**src/rtl/dwl_pkg.sv**
```systemverilog
// Package: shared widths and the layout of the 40-bit setting word.
// The packed layout equals the serial arrival order (first bit lands at bit 0),
// and its top byte equals parallel slot 0, so both modes write one register.
package dwl_pkg;
    localparam int FREQ_W  = 32;
    localparam int PHASE_W = 5;
    localparam int CTRL_W  = 2;
    localparam int BYTE_W  = 8;
    localparam int WORD_W  = FREQ_W + CTRL_W + 1 + PHASE_W;
    localparam int NUM_BYTES = WORD_W / BYTE_W;
    localparam int PTR_W   = $clog2(NUM_BYTES + 1);

    // Control field values with a defined meaning
    localparam logic [CTRL_W-1:0] CTRL_NORMAL   = 2'b00;
    localparam logic [CTRL_W-1:0] CTRL_SER_ENTRY = 2'b11;

    typedef enum logic {MODE_BYTE = 1'b0, MODE_SERIAL = 1'b1} load_mode_e;

    typedef struct packed {
        logic [PHASE_W-1:0] phase;   // bits 39..35
        logic               pwrdn;   // bit 34
        logic [CTRL_W-1:0]  ctrl;    // bits 33..32
        logic [FREQ_W-1:0]  freq;    // bits 31..0
    } setting_t;
endpackage

```
**src/rtl/dwl_strobe_sync.sv**
```systemverilog
// Module: dwl_strobe_sync
// Brings an asynchronous strobe into the clk domain through STAGES flops and
// emits a one-cycle pulse on each rising edge. Assumes the strobe stays high
// and low for at least two clk cycles each.
module dwl_strobe_sync #(
    parameter int STAGES = 2
) (
    input  logic clk,
    input  logic rst_n,
    input  logic async_i,
    output logic rise_o
);
    logic [STAGES:0] chain_q;

    // Shift the strobe through the synchronizer and one history flop
    always_ff @(posedge clk) begin
        if (!rst_n) chain_q <= '0;
        else        chain_q <= {chain_q[STAGES-1:0], async_i};
    end

    assign rise_o = chain_q[STAGES-1] & ~chain_q[STAGES];

    AST_RISE_SINGLE: assert property (@(posedge clk) disable iff (!rst_n)
        rise_o |=> !rise_o);
endmodule

```
**src/rtl/dwl_assembler.sv**
```systemverilog
// Module: dwl_assembler
// Builds the 40-bit setting word. In byte mode a pointer selects which lane a
// load writes and saturates after the last lane. In serial mode each load
// shifts the bus top bit in at the word's top, so the first bit ends at bit 0.
// The assembly register has no reset, since master reset must keep it.
// A load coinciding with a commit is dropped.
module dwl_assembler
    import dwl_pkg::*;
(
    input  logic              clk,
    input  logic              rst_n,
    input  logic              load_evt_i,
    input  logic              commit_evt_i,
    input  load_mode_e        mode_i,
    input  logic [BYTE_W-1:0] data_i,
    output setting_t          word_o
);
    logic [PTR_W-1:0]     ptr_q;
    logic [WORD_W-1:0]    asm_q;
    logic [WORD_W-1:0]    asm_d;
    logic [NUM_BYTES-1:0] lane_we;
    logic                 take_load;
    logic                 ptr_full;

    assign take_load = load_evt_i & ~commit_evt_i;
    assign ptr_full  = (ptr_q == PTR_W'(NUM_BYTES));

    // Lane b is written when the pointer names it; slot 0 is the top lane
    for (genvar b = 0; b < NUM_BYTES; b++) begin : g_lane
        assign lane_we[b] = (ptr_q == PTR_W'(NUM_BYTES - 1 - b));
    end

    // Next assembly value: shift in serial mode, lane write in byte mode
    always_comb begin
        asm_d = asm_q;
        if (take_load) begin
            if (mode_i == MODE_SERIAL) begin
                asm_d = {data_i[BYTE_W-1], asm_q[WORD_W-1:1]};
            end else begin
                for (int b = 0; b < NUM_BYTES; b++) begin
                    if (lane_we[b]) asm_d[b*BYTE_W +: BYTE_W] = data_i;
                end
            end
        end
    end

    // Assembly register, deliberately outside the reset domain
    always_ff @(posedge clk) begin
        asm_q <= asm_d;
    end

    // Byte pointer: rewinds on reset or commit, advances on byte loads until full
    always_ff @(posedge clk) begin
        if (!rst_n)                                              ptr_q <= '0;
        else if (commit_evt_i)                                   ptr_q <= '0;
        else if (load_evt_i && mode_i == MODE_BYTE && !ptr_full) ptr_q <= ptr_q + 1'b1;
    end

    assign word_o = setting_t'(asm_q);

    AST_PTR_RANGE: assert property (@(posedge clk) disable iff (!rst_n)
        ptr_q <= PTR_W'(NUM_BYTES));
    AST_PTR_SATURATE: assert property (@(posedge clk) disable iff (!rst_n)
        (ptr_full && !commit_evt_i) |=> ptr_full);
    AST_PTR_REWIND: assert property (@(posedge clk) disable iff (!rst_n)
        commit_evt_i |=> (ptr_q == '0));
    AST_SERIAL_PTR_FROZEN: assert property (@(posedge clk) disable iff (!rst_n)
        (mode_i == MODE_SERIAL && !commit_evt_i) |=> $stable(ptr_q));
endmodule

```
**src/rtl/dwl_commit.sv**
```systemverilog
// Module: dwl_commit
// Owns the working register, the load mode and the sticky error flag. On a
// commit event it either applies the assembled fields (with a one-cycle
// pulse) or, for a reserved control field, only raises the error flag.
// Assumes commit events are single-cycle pulses.
module dwl_commit
    import dwl_pkg::*;
(
    input  logic               clk,
    input  logic               rst_n,
    input  logic               commit_evt_i,
    input  setting_t           word_i,
    output logic [FREQ_W-1:0]  freq_o,
    output logic [PHASE_W-1:0] phase_o,
    output logic               pwrdn_o,
    output load_mode_e         mode_o,
    output logic               err_o,
    output logic               pulse_o
);
    logic       reserved;
    logic       enter_serial;
    load_mode_e mode_q;

    // Classify the control field under the current mode
    always_comb begin
        if (mode_q == MODE_SERIAL) begin
            reserved     = (word_i.ctrl != CTRL_NORMAL);
            enter_serial = 1'b0;
        end else begin
            reserved     = (word_i.ctrl != CTRL_NORMAL) && (word_i.ctrl != CTRL_SER_ENTRY);
            enter_serial = (word_i.ctrl == CTRL_SER_ENTRY) && !word_i.pwrdn;
        end
    end

    // Apply or reject a commit; reset clears settings, mode and flag
    always_ff @(posedge clk) begin
        if (!rst_n) begin
            freq_o  <= '0;
            phase_o <= '0;
            pwrdn_o <= 1'b0;
            mode_q  <= MODE_BYTE;
            err_o   <= 1'b0;
            pulse_o <= 1'b0;
        end else begin
            pulse_o <= 1'b0;
            if (commit_evt_i) begin
                if (reserved) begin
                    err_o <= 1'b1;
                end else begin
                    freq_o  <= word_i.freq;
                    phase_o <= word_i.phase;
                    pwrdn_o <= word_i.pwrdn;
                    pulse_o <= 1'b1;
                    if (enter_serial) mode_q <= MODE_SERIAL;
                end
            end
        end
    end

    assign mode_o = mode_q;

    AST_PULSE_ONE_CYCLE: assert property (@(posedge clk) disable iff (!rst_n)
        pulse_o |=> !pulse_o);
    AST_PULSE_NEEDS_COMMIT: assert property (@(posedge clk) disable iff (!rst_n)
        !commit_evt_i |=> !pulse_o);
    AST_HOLD_WITHOUT_COMMIT: assert property (@(posedge clk) disable iff (!rst_n)
        !commit_evt_i |=> ($stable(freq_o) && $stable(phase_o) && $stable(pwrdn_o)));
    AST_ERR_STICKY: assert property (@(posedge clk) disable iff (!rst_n)
        err_o |=> err_o);
    AST_SERIAL_STAYS: assert property (@(posedge clk) disable iff (!rst_n)
        (mode_q == MODE_SERIAL) |=> (mode_q == MODE_SERIAL));
endmodule

```
**src/rtl/dds_word_loader.sv**
```systemverilog
// Module: dds_word_loader (top)
// Host programming front end of a direct digital synthesizer: synchronizes the
// load and commit strobes, assembles the setting word in byte or serial mode,
// and commits it to the working register that feeds the oscillator core.
module dds_word_loader
    import dwl_pkg::*;
#(
    parameter int SYNC_STAGES = 2
) (
    input  logic               clk,
    input  logic               rst_n,
    input  logic               load_stb_i,
    input  logic               commit_stb_i,
    input  logic [BYTE_W-1:0]  data_i,
    output logic [FREQ_W-1:0]  freq_o,
    output logic [PHASE_W-1:0] phase_o,
    output logic               pwrdn_o,
    output logic               serial_o,
    output logic               rsv_err_o,
    output logic               upd_pulse_o
);
    logic       load_evt;
    logic       commit_evt;
    load_mode_e mode;
    setting_t   asm_word;

    dwl_strobe_sync #(.STAGES(SYNC_STAGES)) u_load_sync (
        .clk     (clk),
        .rst_n   (rst_n),
        .async_i (load_stb_i),
        .rise_o  (load_evt)
    );

    dwl_strobe_sync #(.STAGES(SYNC_STAGES)) u_commit_sync (
        .clk     (clk),
        .rst_n   (rst_n),
        .async_i (commit_stb_i),
        .rise_o  (commit_evt)
    );

    dwl_assembler u_asm (
        .clk          (clk),
        .rst_n        (rst_n),
        .load_evt_i   (load_evt),
        .commit_evt_i (commit_evt),
        .mode_i       (mode),
        .data_i       (data_i),
        .word_o       (asm_word)
    );

    dwl_commit u_commit (
        .clk          (clk),
        .rst_n        (rst_n),
        .commit_evt_i (commit_evt),
        .word_i       (asm_word),
        .freq_o       (freq_o),
        .phase_o      (phase_o),
        .pwrdn_o      (pwrdn_o),
        .mode_o       (mode),
        .err_o        (rsv_err_o),
        .pulse_o      (upd_pulse_o)
    );

    assign serial_o = (mode == MODE_SERIAL);
endmodule

```
**config.mk**
```make
export PLATFORM = sky130hd
export DESIGN_NAME = dds_word_loader
export DESIGN_NICKNAME = d
export VERILOG_FILES = /design/src/rtl/dwl_pkg.sv /design/src/rtl/dwl_strobe_sync.sv /design/src/rtl/dwl_assembler.sv /design/src/rtl/dwl_commit.sv /design/src/rtl/dds_word_loader.sv
export SDC_FILE = /design/constraint.sdc
export NUM_CORES = 1
export LEC_CHECK = 0
export BUFFER_PORTS_ARGS = -buffer_cell sky130_fd_sc_hd__buf_2
export CELL_PAD_IN_SITES_DETAIL_PLACEMENT = 1
export CELL_PAD_IN_SITES_GLOBAL_PLACEMENT = 2
export CORE_ASPECT_RATIO = 0.5
export CORE_UTILIZATION = 36
export CTS_CLUSTER_DIAMETER = 100
export DETAILED_ROUTE_END_ITERATION = 8
export GPL_TIMING_DRIVEN = 0
export PLACE_DENSITY = 0.78
export SETUP_SLACK_MARGIN = 0.02
export SLEW_MARGIN = 10
export SYNTH_ARGS = -nofsm -noshare
export SYNTH_HDL_FRONTEND = slang
export SYNTH_HIERARCHICAL = 1
export SYNTH_SLANG_ARGS = --single-unit
export TNS_END_PERCENT = 1
```
**constraint.sdc**
```tcl
create_clock -name clk -period 2.35 [get_ports clk]
set_input_delay 0.235 -clock clk [delete_from_list [all_inputs] [get_ports clk]]
set_output_delay 0.235 -clock clk [all_outputs]
set_load 0.02 [all_outputs]
```
Word-level counts from Yosys, hierarchy flattened
Index checks and enable logic that the tools add are counted.
- flip-flop bits (word level): 90
- latch bits: 0
- RAM bits: 0
- ROM bits: 0
- input port bits: 12
- output and inout port bits: 41
- word-level logic and storage cells: 63
- memories kept: 0
- add/subtract/negate cells: 1
- multipliers: 0
- divide/modulo/power cells: 0
- magnitude comparators: 0
- equality and inequality tests: 7
- shift-type cells: 0
- muxes and demuxes: 9
- bitwise gates (word level): 9
- reduce and logical (&&, ||, !) cells: 23
- operators with widths (cell ; number):
    2-to-1 mux 40 bit ; 1
    2-to-1 mux 8 bit ; 5
    AND reduction 2 bit ; 8
    nonzero test 2 bit ; 6
    == test 3 x 2 -> 1 bit (second input constant) ; 2
    == test 3 bit (second input constant) ; 2
    inverter 1 bit ; 6
    logical AND 1 bit ; 4
    adder 3 x 1 -> 3 bit (second input constant) ; 1
    bitwise AND 1 bit ; 3
    == test 3 x 1 -> 1 bit (second input constant) ; 1
    logical NOT 3 bit ; 1
    2-to-1 mux 1 bit ; 3
    AND reduction 3 bit ; 1
    == test 2 bit (second input constant) ; 1
    logical NOT 1 bit ; 2
    inequality test 2 bit (second input constant) ; 1
    OR reduction 2 bit ; 1

Longest topological paths before layout
Gate-level depths: netlist of run 1.
- depth after elaboration: 5
- depth in mapped cells: 7
- gate-level depth less buffers: 5

Modules after synthesis
Netlist of run 1, hierarchy kept.
- modules (own cells, without submodules) (module ; instances ; cells an instance ; area each (sq um) ; seq. area each (sq um)):
    dwl_assembler ; 1 ; 166 ; 1844.3 ; 1261.2
    dwl_commit ; 1 ; 181 ; 1656.6 ; 820.8
    dwl_strobe_sync ; 2 ; 7 ; 92.6 ; 60.1

Worst setup path after synthesis of run 1
OpenSTA, ideal clock, no wires.
- kind: register to register
- start: register u_commit.mode_q, in the netlist u_commit/mode_o
- end: register u_asm.asm_q[10], in the netlist u_asm/word_o[10], enable pin
- setup time: 0.370 ns
- arrival: 1.340 ns
- data required time: 1.980 ns
- setup slack: 0.639 ns
- cell stages (with the launch flop): 5
- period minus slack after synthesis: 1.711 ns
- cell sequence: dfxtp_1 buf_6 clkbuf_1 nor2_1 nor2_1
- cells in the longest elaborated chain, start to end: 2
- RTL lines (element ; line ; text):
    start: declaration ; dwl_commit.sv:22 ; load_mode_e mode_q;
    start signal: assignment ; dwl_commit.sv:41 ; mode_q <= MODE_BYTE;
    start signal: assignment ; dwl_commit.sv:54 ; if (enter_serial) mode_q <= MODE_SERIAL;
    nonzero test 2 bit (no source line) ; n/a ;
    AND reduction 2 bit (no source line) ; n/a ;
    end signal: assignment ; dwl_assembler.sv:49 ; asm_q <= asm_d;
    end: declaration ; dwl_assembler.sv:19 ; logic [WORD_W-1:0] asm_q;
No other way between the ends.
A chain may end at the register's enable or synchronous reset.

Worst setup path in the final report of run 1
- start: register u_commit.mode_q, in the netlist u_commit/mode_o
- end: register u_asm.asm_q[14], in the netlist u_asm/word_o[14], enable pin
Same word-level chain as after synthesis.

==> results of run 1 <==
flip-flops by register name (all words and copies together) (netlist names):
| name | cells |
|---|---|
| u_asm/word_o | 40 |
| u_commit/freq_o | 32 |
| u_commit/phase_o | 5 |
| u_asm/ptr_q | 3 |
| u_commit_sync/chain_q | 3 |
| u_load_sync/chain_q | 3 |
| u_commit/err_o | 1 |
| u_commit/mode_o | 1 |
| u_commit/pulse_o | 1 |
| u_commit/pwrdn_o | 1 |
power groups by stage:
stage / sequential [mW] / clock [mW] / combinational (mW)
final: 1.67 / 1.49 / 0.170
after global routing: 1.67 / 1.60 / 0.190
after CTS: 1.67 / 1.54 / 0.173
after detailed placement: 1.70 / 0 / 0.172
after global placement: 1.70 / 0 / 0.165
after floorplan: 1.72 / 0 / 0.0924
cells by family (layout without fill, tap and decap cells):
| family | after synthesis | after routing | synth area share, % |
|---|---|---|---|
| DFF | 90 | 90 | 59.7 |
| AOI/OAI and AO/OA | 14 | 14 | 2.44 |
| and+or+nand+nor | 188 | 188 | 21.6 |
| buffers and inverters | 24 | 92 | 3.56 |
| adders and majority gates | 7 | 7 | 2.38 |
| muxes | 38 | 38 | 10.3 |
worst min path at each step:
stage,cells past startpoint,startpoint,endpoint
floorplan,0,data_i[7],u_asm/word_o[39]$_DFFE_PP_
CTS,2,commit_stb_i,u_commit_sync/chain_q[0]$_SDFF_PN0_
detailed placement,1,u_commit_sync/chain_q[0]$_SDFF_PN0_,u_commit_sync/chain_q[1]$_SDFF_PN0_
finish,2,commit_stb_i,u_commit_sync/chain_q[0]$_SDFF_PN0_
global route,2,load_stb_i,u_load_sync/chain_q[0]$_SDFF_PN0_
global placement,1,u_commit_sync/chain_q[0]$_SDFF_PN0_,u_commit_sync/chain_q[1]$_SDFF_PN0_
critical path, stage by stage (launching register included):
cell and delay [ps]:
dfxtp_1 390, buf_6 150, clkbuf_1 380, nor2_1 100, nor2_1 650
stage by stage:
step / instance area, um^2 / hold WS [ps] / utilization, % / setup slack [ps] / cells
5_1_grt: 4430 / 79.5 / 45.6 / 112 / 564
6_report: 4430 / 89.9 / 45.6 / 305 / 564
2_1_floorplan: 3690 / 334 / - / 639 / 361
3_5_place_dp: 4120 / 428 / 42.4 / 281 / 548
4_1_cts: 4430 / 78.2 / 45.6 / 276 / 564
3_3_place_gp: 4120 / 416 / 42.4 / 376 / 548
layer usage:
layer | up-vias | GRT usage [%]
li1 | 1303 | -
met5 | - | 0
met2 | 63 | 30.0
met1 | 1302 | 22.7
met3 | 14 | 5.96
met4 | 0 | 7.25
Yosys cell counts (2+ instances only):
master,instances
edfxtp_1,40
nand2_1,156
nand2b_1,10
nor2b_1,2
inv_1,5
ha_1,7
mux2i_1,38
clkbuf_1,8
a21oi_1,6
o211ai_1,2
buf_2,6
and2_1,8
nor2b_4,2
buf_6,2
o31ai_1,2
nor2_1,6
dfxtp_1,50
buf_4,2
area by class of cell:
type / count / area (um^2)
fillers: 1119 / 5270
flip-flops and latches: 90 / 2200
multi-input cells: 247 / 1350
clock buffers: 14 / 275
repair buffers: 52 / 260
well taps: 135 / 169
plain buffers: 19 / 113
clock inverters: 2 / 35.0
inverters: 5 / 18.8
==> results.ini, run 1 <==
[clocking]
clockBufferDepth=2
cts_sinks=90
cts_hold_buf=0
clkSlewWorstSetupHoldPaths_ps=60
cts_resized=0
postCtsSetupBuffers=0
cts_tree=built
insertion_delay_ps=340
root_buffer=clkbuf_16
htreeDepth=3
cts-buffers-inserted=9

[power_and_ir_drop]
p_total_mw=3.33
pwr_density_cell_nw_per_um2=752
switchingPower_mw=0.698
p_comb_share_pct=5.1
p_leak_nw=1.79
p_int_mw=2.63
ir_worst_vdd_uv=328
clock_power_share_pct=44.7
p_seq_share_pct=50.2
switching_share_pct=21.0

[worst_setup_path]
worst-r2r-setup-slack_ps=310
worstPathRequired_ps=2320
timing.rr.end=u_asm/word_o[14]$_DFFE_PP_
setup.worst_path.start_class=register
endpoint_kind=register
crit_fanout=10
timing_worst_setup_path_type=register to register
reg2regPathDepth=4
crit_arrival_ps=2010
r2r_start=u_commit/mode_o$_SDFFE_PN0P_
critical_path.endpoint=u_asm/word_o[14]$_DFFE_PP_
critPathLaunch=u_commit/mode_o$_SDFFE_PN0P_

[yosys]
synth_warnings=6
ys_top_cells_by_area=edfxtp_1 33%, dfxtp_1 27%, nand2_1 16%, mux2i_1 10%, ha_1 2.4%
seq_area_frac_synth_pct=59.7
async_flop_share_pct=0
synth_top_area_share_pct=32.6
syn_nets=380
synth_top_cell_by_area=edfxtp_1
synth_edf_count=40
synth_cell_type_count=27
synth_area_per_cell_um2=10.2
synthesis.area_um2=3690
ys.flop_type=dfxtp_1
synth_seq_cells=90
synthCells=361

[die]
die-width_um=145
start_util_pct=38.0
die-area_um2=10700
coreArea_um2=9700
rows=25
ios=53
die_height_um=73.6

[grt]
grt_pass1_wl_um=14300
gr-total-overflow=0
grt_pass1_vias=2784
grt_max_degree=15
grt_use_total_pct=18.3
antenna_found_initial=0

[drt]
first_pass_iters=4
dr_wl_met2_um=4060
met3WireLength_um=714
vias=2682
routed.top_layer=met4
drc=0
ant_nets=0
drt_iter0_markers=120
drt-total-wl_um=8830
wl_per_cell_um=15.6
wl_met1_um=3890
via_per_inst=4.76

[cells_and_area]
final_cell_mix=156 x nand2_1, 58 x buf_2, 50 x dfxtp_1
nNetsFinal=443
layout_commonest_cell=nand2_1
drive_gt1_share_pct=18.6
diodes=0
area_growth_pct=20.1

[outcome]
status=finished, final reports clean

[sta]
clock_skew_ps=4.80
fmax_mhz=489
max_slew_margin_pct=43.8
worst_slew_pin_slew_ps=839
setup_violations=0
finalHoldViolations=0
rsz0062_at_grt=false
layout_min_cycle_time_ps=2040
fin_crit_sh_pct=87.0
setup_tns_ps=0
drv_slew=0

[place]
port_buffers=52
routabilityCongestion=0.736
hpwl_um=6400

[run]
cap_violations=0

[hold_path]
hp-class=input port to register

Power figures use the tool's default switching activity.
==> run 2, diff against run 1 <==
PLACE_DENSITY = 0.82   (was 0.78)
==> results.ini, run 2 (synthesis gave the netlist of run 1 again) <==
[outcome]
status=finished, final reports clean  ; unchanged

[worst_setup_path]
slowest_stage=nor2_1  ; unchanged
crit_arrival_ps=2070  ; was 2010 ps
worstPathRequired_ps=2320  ; about the same
reg2regPathDepth=4  ; unchanged
max_stage_delay_ps=710  ; was 650 ps
setup.worst_path.start_class=register  ; unchanged
r2r_start=u_commit/mode_o$_SDFFE_PN0P_  ; unchanged
timing_worst_setup_path_type=register to register  ; unchanged
path_cells=buf_6 -> clkbuf_1 -> nor2_1 -> nor2_1  ; unchanged
timing.rr.end=u_asm/word_o[8]$_DFFE_PP_  ; was u_asm/word_o[14]$_DFFE_PP_
crit_top_cell=nor2_1  ; unchanged
worst-r2r-setup-slack_ps=250  ; was 310 ps
crit_fanout=10  ; unchanged
endpoint_kind=register  ; unchanged

[grt]
gr-total-overflow=0  ; unchanged
grt_max_degree=14  ; was 15
antenna_found_initial=0  ; unchanged
grt_use_met2_pct=29.8  ; was 30.0%
grt.busiest_layer=met2  ; unchanged
grt_pass1_wl_um=14100  ; was 14,300 um
grt_use_total_pct=18.0  ; was 18.3%
use_met3_pct=6.09  ; was 5.96%
met1_usage_pct=22.0  ; was 22.7%
grt_pass1_vias=2698  ; was 2,784

[clocking]
cts_hold_buf=0  ; unchanged
cts_resized=0  ; unchanged
cts_tree=built  ; unchanged
insertion_delay_ps=350  ; was 340 ps
root_buffer=clkbuf_16  ; unchanged
clockBufferDepth=2  ; unchanged
htreeDepth=3  ; unchanged
cts-buffers-inserted=9  ; unchanged
clkSlewWorstSetupHoldPaths_ps=60  ; about the same
postCtsSetupBuffers=0  ; unchanged
cts_sinks=90  ; unchanged

[cells_and_area]
nNetsFinal=443  ; unchanged
final_cells=564  ; unchanged
drive_gt1_share_pct=18.6  ; unchanged
final_util_pct=45.5  ; was 45.6%
final_cell_mix=156 x nand2_1, 58 x buf_2, 50 x dfxtp_1  ; unchanged
area_growth_pct=19.8  ; was 20.1%
n_fill_cell=1116  ; was 1,119
diodes=0  ; unchanged
largest_reg_flops=40  ; unchanged
layout_commonest_cell=nand2_1  ; unchanged

[sta]
drv_slew=0  ; unchanged
finalHoldViolations=0  ; unchanged
setup_violations=0  ; unchanged
clock_skew_ps=6.26  ; was 4.80 ps
rsz0062_at_grt=false  ; unchanged
setup_tns_ps=0  ; unchanged
fin_crit_sh_pct=89.3  ; was 87.0%
worst_slew_pin_slew_ps=921  ; was 839 ps
fmax_mhz=477  ; was 489 MHz
layout_min_cycle_time_ps=2100  ; was 2040 ps
max_slew_margin_pct=38.4  ; was 43.8%

[drt]
drt-total-wl_um=8860  ; was 8830 um
via_per_inst=4.70  ; was 4.76
first_pass_iters=4  ; unchanged
drt_iter0_markers=108  ; was 120
vias=2650  ; was 2,682
drc=0  ; unchanged
ant_nets=0  ; unchanged
wl_per_cell_um=15.7  ; was 15.6 um

[hold_path]
holdPathStages=2  ; unchanged
hold_start=commit_stb_i  ; unchanged
hp-class=input port to register  ; unchanged
holdPathEnd=u_commit_sync/chain_q[0]$_SDFF_PN0_  ; unchanged

[die]
ios=53  ; unchanged
die-area_um2=10700  ; unchanged
start_util_pct=38.0  ; unchanged
coreArea_um2=9700  ; unchanged
rows=25  ; unchanged
die-width_um=145  ; unchanged
die_height_um=73.6  ; unchanged

[run]
cap_violations=0  ; unchanged

[place]
dp.cells=548  ; unchanged
routabilityCongestion=0.742  ; was 0.736
hpwl_um=6490  ; was 6400 um
port_buffers=52  ; unchanged

[power_and_ir_drop]
p_total_mw=3.30  ; was 3.33 mW
pwr_density_cell_nw_per_um2=748  ; was 752 nW/um^2
p_leak_nw=1.79  ; about the same
ir_worst_vdd_uv=473  ; was 328 uV

==> run 2: cell counts in the layout (fill, tap and decap cells not counted) <==
Identical to the previous run, type by type.
==> run 2: stage by stage <==
| stage | worst slack (ps) | hold slack [ps] | cell area, um^2 |
|---|---|---|---|
| CTS | 254 | 82.0 | 4410 |
| floorplan | 639 | 334 | 3690 |
| global placement | 401 | 414 | 4120 |
| global route | 155 | 78.1 | 4410 |
| detailed placement | 263 | 422 | 4120 |
| finish | 252 | 89.2 | 4410 |
==> run 2: final cells by class <==
| class | instances | area, um^2 | share of cell area (%) |
|---|---|---|---|
| Buffer | 19 | 113 | 2.55 |
| Clock buffer | 14 | 264 | 5.98 |
| Timing Repair Buffer | 52 | 260 | 5.90 |
| Inverter | 5 | 18.8 | 0.425 |
| Tap cell | 135 | 169 | 3.83 |
| Multi-Input combinational cell | 247 | 1350 | 30.6 |
| Sequential cell | 90 | 2200 | 49.9 |
| Clock inverter | 2 | 35.0 | 0.794 |
==> run 2: how the worst max path moves through the flow <==
stage | end | startpoint | cells past startpoint | slack [ps]
3_3_place_gp | u_asm/word_o[8]$_DFFE_PP_ | u_commit/mode_o$_SDFFE_PN0P_ | 4 | 400
6_report | u_asm/word_o[8]$_DFFE_PP_ | u_commit/mode_o$_SDFFE_PN0P_ | 4 | 250
2_1_floorplan | u_asm/word_o[10]$_DFFE_PP_ | u_commit/mode_o$_SDFFE_PN0P_ | 4 | 640
4_1_cts | u_asm/word_o[13]$_DFFE_PP_ | u_commit/mode_o$_SDFFE_PN0P_ | 4 | 250
3_5_place_dp | u_asm/word_o[10]$_DFFE_PP_ | u_commit/mode_o$_SDFFE_PN0P_ | 4 | 260
5_1_grt | u_asm/word_o[13]$_DFFE_PP_ | u_commit/mode_o$_SDFFE_PN0P_ | 4 | 150
==> run 2: power breakdown <==
part	leakage, nW	internal, mW	switching, mW
Sequential	0.766	1.66	0.0122
Clock	0.147	0.882	0.580
Combinational	0.876	0.0569	0.113
==> run 2: worst max-delay path, delay by kind of cell (launching register included) <==
family	cells	cell delay [ps]
buf+inv	2	520
flops	1	400
simple gates	2	810
==> run 2: routing by layer <==
| metal | routed length (um) | up-vias |
|---|---|---|
| met5 | 0 | - |
| met1 | 4090 | 1294 |
| met2 | 4150 | 42 |
| met3 | 510 | 9 |
| li1 | - | 1305 |
| met4 | 115 | 0 |
==> run 3, diff against run 2 <==
ABC_CLOCK_PERIOD_IN_PS = 2350   (was unset)
BUFFER_PORTS_ARGS = unset   (was -buffer_cell sky130_fd_sc_hd__buf_2)
CORE_UTILIZATION = 40   (was 36)
DONT_BUFFER_PORTS = 1   (was unset)
PLACE_DENSITY = 0.81   (was 0.82)
==> results.ini, run 3 (synthesis gave the netlist of run 1 again) <==
[outcome]
status=finished, final reports clean  ; unchanged

[sta]
fin_crit_sh_pct=84.2  ; was 89.3%
rsz0062_at_grt=false  ; unchanged
holdWs_ps=16.7  ; was 89.2 ps
fmax_mhz=505  ; was 477 MHz
drv_slew=0  ; unchanged
layout_min_cycle_time_ps=1980  ; was 2100 ps
clock_skew_ps=4.60  ; was 6.26 ps
setup_violations=0  ; unchanged
finalHoldViolations=0  ; unchanged
worst_slew_pin_slew_ps=831  ; was 921 ps
setup_tns_ps=0  ; unchanged
max_slew_margin_pct=44.4  ; was 38.4%

[cells_and_area]
drive_gt1_share_pct=7.94  ; was 18.6%
multi_input_area_um2=1360  ; was 1350 um^2
area_growth_pct=12.0  ; was 19.8%
regArea_um2=2200  ; unchanged
largest_reg_flops=40  ; unchanged
diodes=0  ; unchanged
final_cell_mix=156 x nand2_1, 50 x dfxtp_1, 40 x edfxtp_1  ; was 156 x nand2_1, 58 x buf_2, 50 x dfxtp_1
layout_commonest_cell=nand2_1  ; unchanged
n_fill_cell=991  ; was 1,116
final_util_pct=46.8  ; was 45.5%
nNetsFinal=392  ; was 443

[worst_setup_path]
worstPathRequired_ps=2330  ; was 2320 ps
setup.worst_path.start_class=register  ; unchanged
crit_arrival_ps=1960  ; was 2070 ps
path_cells=buf_6 -> clkbuf_1 -> nor2_1 -> nor2_2  ; was buf_6 -> clkbuf_1 -> nor2_1 -> nor2_1
endpoint_kind=register  ; unchanged
slowest_stage=dfxtp_1  ; was nor2_1
timing_worst_setup_path_type=register to register  ; unchanged
max_stage_delay_ps=510  ; was 710 ps
crit_fanout=10  ; unchanged

[grt]
grt_pass1_vias=2550  ; was 2,698
grt.busiest_layer=met2  ; unchanged
met1_usage_pct=25.5  ; was 22.0%
grt_use_total_pct=19.2  ; was 18.0%
grt_use_met2_pct=29.9  ; was 29.8%
antenna_found_initial=0  ; unchanged
grt_pass1_wl_um=13400  ; was 14,100 um
gr-total-overflow=0  ; unchanged
use_met3_pct=6.32  ; was 6.09%
grt_max_degree=16  ; was 14

[clocking]
htreeDepth=3  ; unchanged
insertion_delay_ps=340  ; was 350 ps
cts_sinks=90  ; unchanged
root_buffer=clkbuf_16  ; unchanged
cts-buffers-inserted=9  ; unchanged
cts_tree=built  ; unchanged
clkSlewWorstSetupHoldPaths_ps=60  ; about the same
clockBufferDepth=2  ; unchanged

[die]
coreArea_um2=8830  ; was 9700 um^2
start_util_pct=41.8  ; was 38.0%
die-area_um2=9630  ; was 10,700 um^2
die_height_um=69.9  ; was 73.6 um
die-width_um=138  ; was 145 um
rows=24  ; was 25
ios=53  ; unchanged

[place]
hpwl_um=5930  ; was 6490 um
port_buffers=0  ; was 52
routabilityCongestion=0.772  ; was 0.742

[drt]
via_per_inst=5.01  ; was 4.70
drc=0  ; unchanged
ant_nets=0  ; unchanged
vias=2479  ; was 2,650
wl_per_cell_um=17.3  ; was 15.7 um
first_pass_iters=4  ; unchanged
drt-total-wl_um=8570  ; was 8860 um
drt_iter0_markers=143  ; was 108

[hold_path]
hp-class=input port to register  ; unchanged

[power_and_ir_drop]
ir_worst_vdd_uv=529  ; was 473 uV
p_leak_nw=1.51  ; was 1.79 nW
pwr_density_cell_nw_per_um2=769  ; was 748 nW/um^2

[run]
cap_violations=0  ; unchanged

-- run 3: worst paths after layout --
kind                                                         from                             endpoint  slack, ps  cells after the start
worst max register to register       u_commit/mode_o$_SDFFE_PN0P_           u_asm/word_o[10]$_DFFE_PP_        370                      4
worst min register to register  u_load_sync/chain_q[0]$_SDFF_PN0_    u_load_sync/chain_q[1]$_SDFF_PN0_        440                      1
worst max-delay path                 u_commit/mode_o$_SDFFE_PN0P_           u_asm/word_o[10]$_DFFE_PP_        370                      4
worst min-delay path                                        rst_n  u_commit_sync/chain_q[1]$_SDFF_PN0_         20                      1
-- run 3: layout make-up --
class / count / share of cell area [%]
Timing Repair Buffer: 1 / 0.242
Clock buffer: 11 / 6.15
Buffer: 19 / 2.73
Inverter: 5 / 0.455
Tap cell: 117 / 3.55
Sequential cell: 90 / 53.3
Multi-Input combinational cell: 247 / 32.8
Clock inverter: 5 / 0.697
-- run 3: power by group --
group | leakage, nW | switching [mW] | total, mW | internal, mW
Combinational | 0.611 | 0.0900 | 0.133 | 0.0431
Clock | 0.134 | 0.580 | 1.35 | 0.773
Sequential | 0.766 | 0.0306 | 1.69 | 1.66
-- run 3: metrics by stage --
| step | cells | power [mW] | setup WS (ps) | instance area [um^2] |
|---|---|---|---|---|
| after global routing | 495 | 3.29 | 209 | 4130 |
| after floorplan | 361 | 1.81 | 639 | 3690 |
| final | 495 | 3.17 | 371 | 4130 |
| after global placement | 478 | 1.85 | 197 | 3830 |
| after detailed placement | 478 | 1.85 | 171 | 3830 |
| after CTS | 495 | 3.22 | 145 | 4130 |
-- run 3: layer usage --
layer	wire length, um	up-vias
li1	-	1198
met4	121	0
met1	4090	1220
met2	3900	51
met3	458	10
met5	0	-
-- run 3: critical path: cells and delay by family (launching register included) --
family / cells / cell delay (ps)
buffers and inverters: 2 / 550
flip-flops: 1 / 510
AND/OR/NAND/NOR: 2 / 550
-- run 3: repair_timing --
item,CTS,global route
hold buffers,1,0
gates resized for setup,0,1
endpoints found under the setup margin,0,8
setup buffers,0,0
endpoints found under the hold margin,1,0
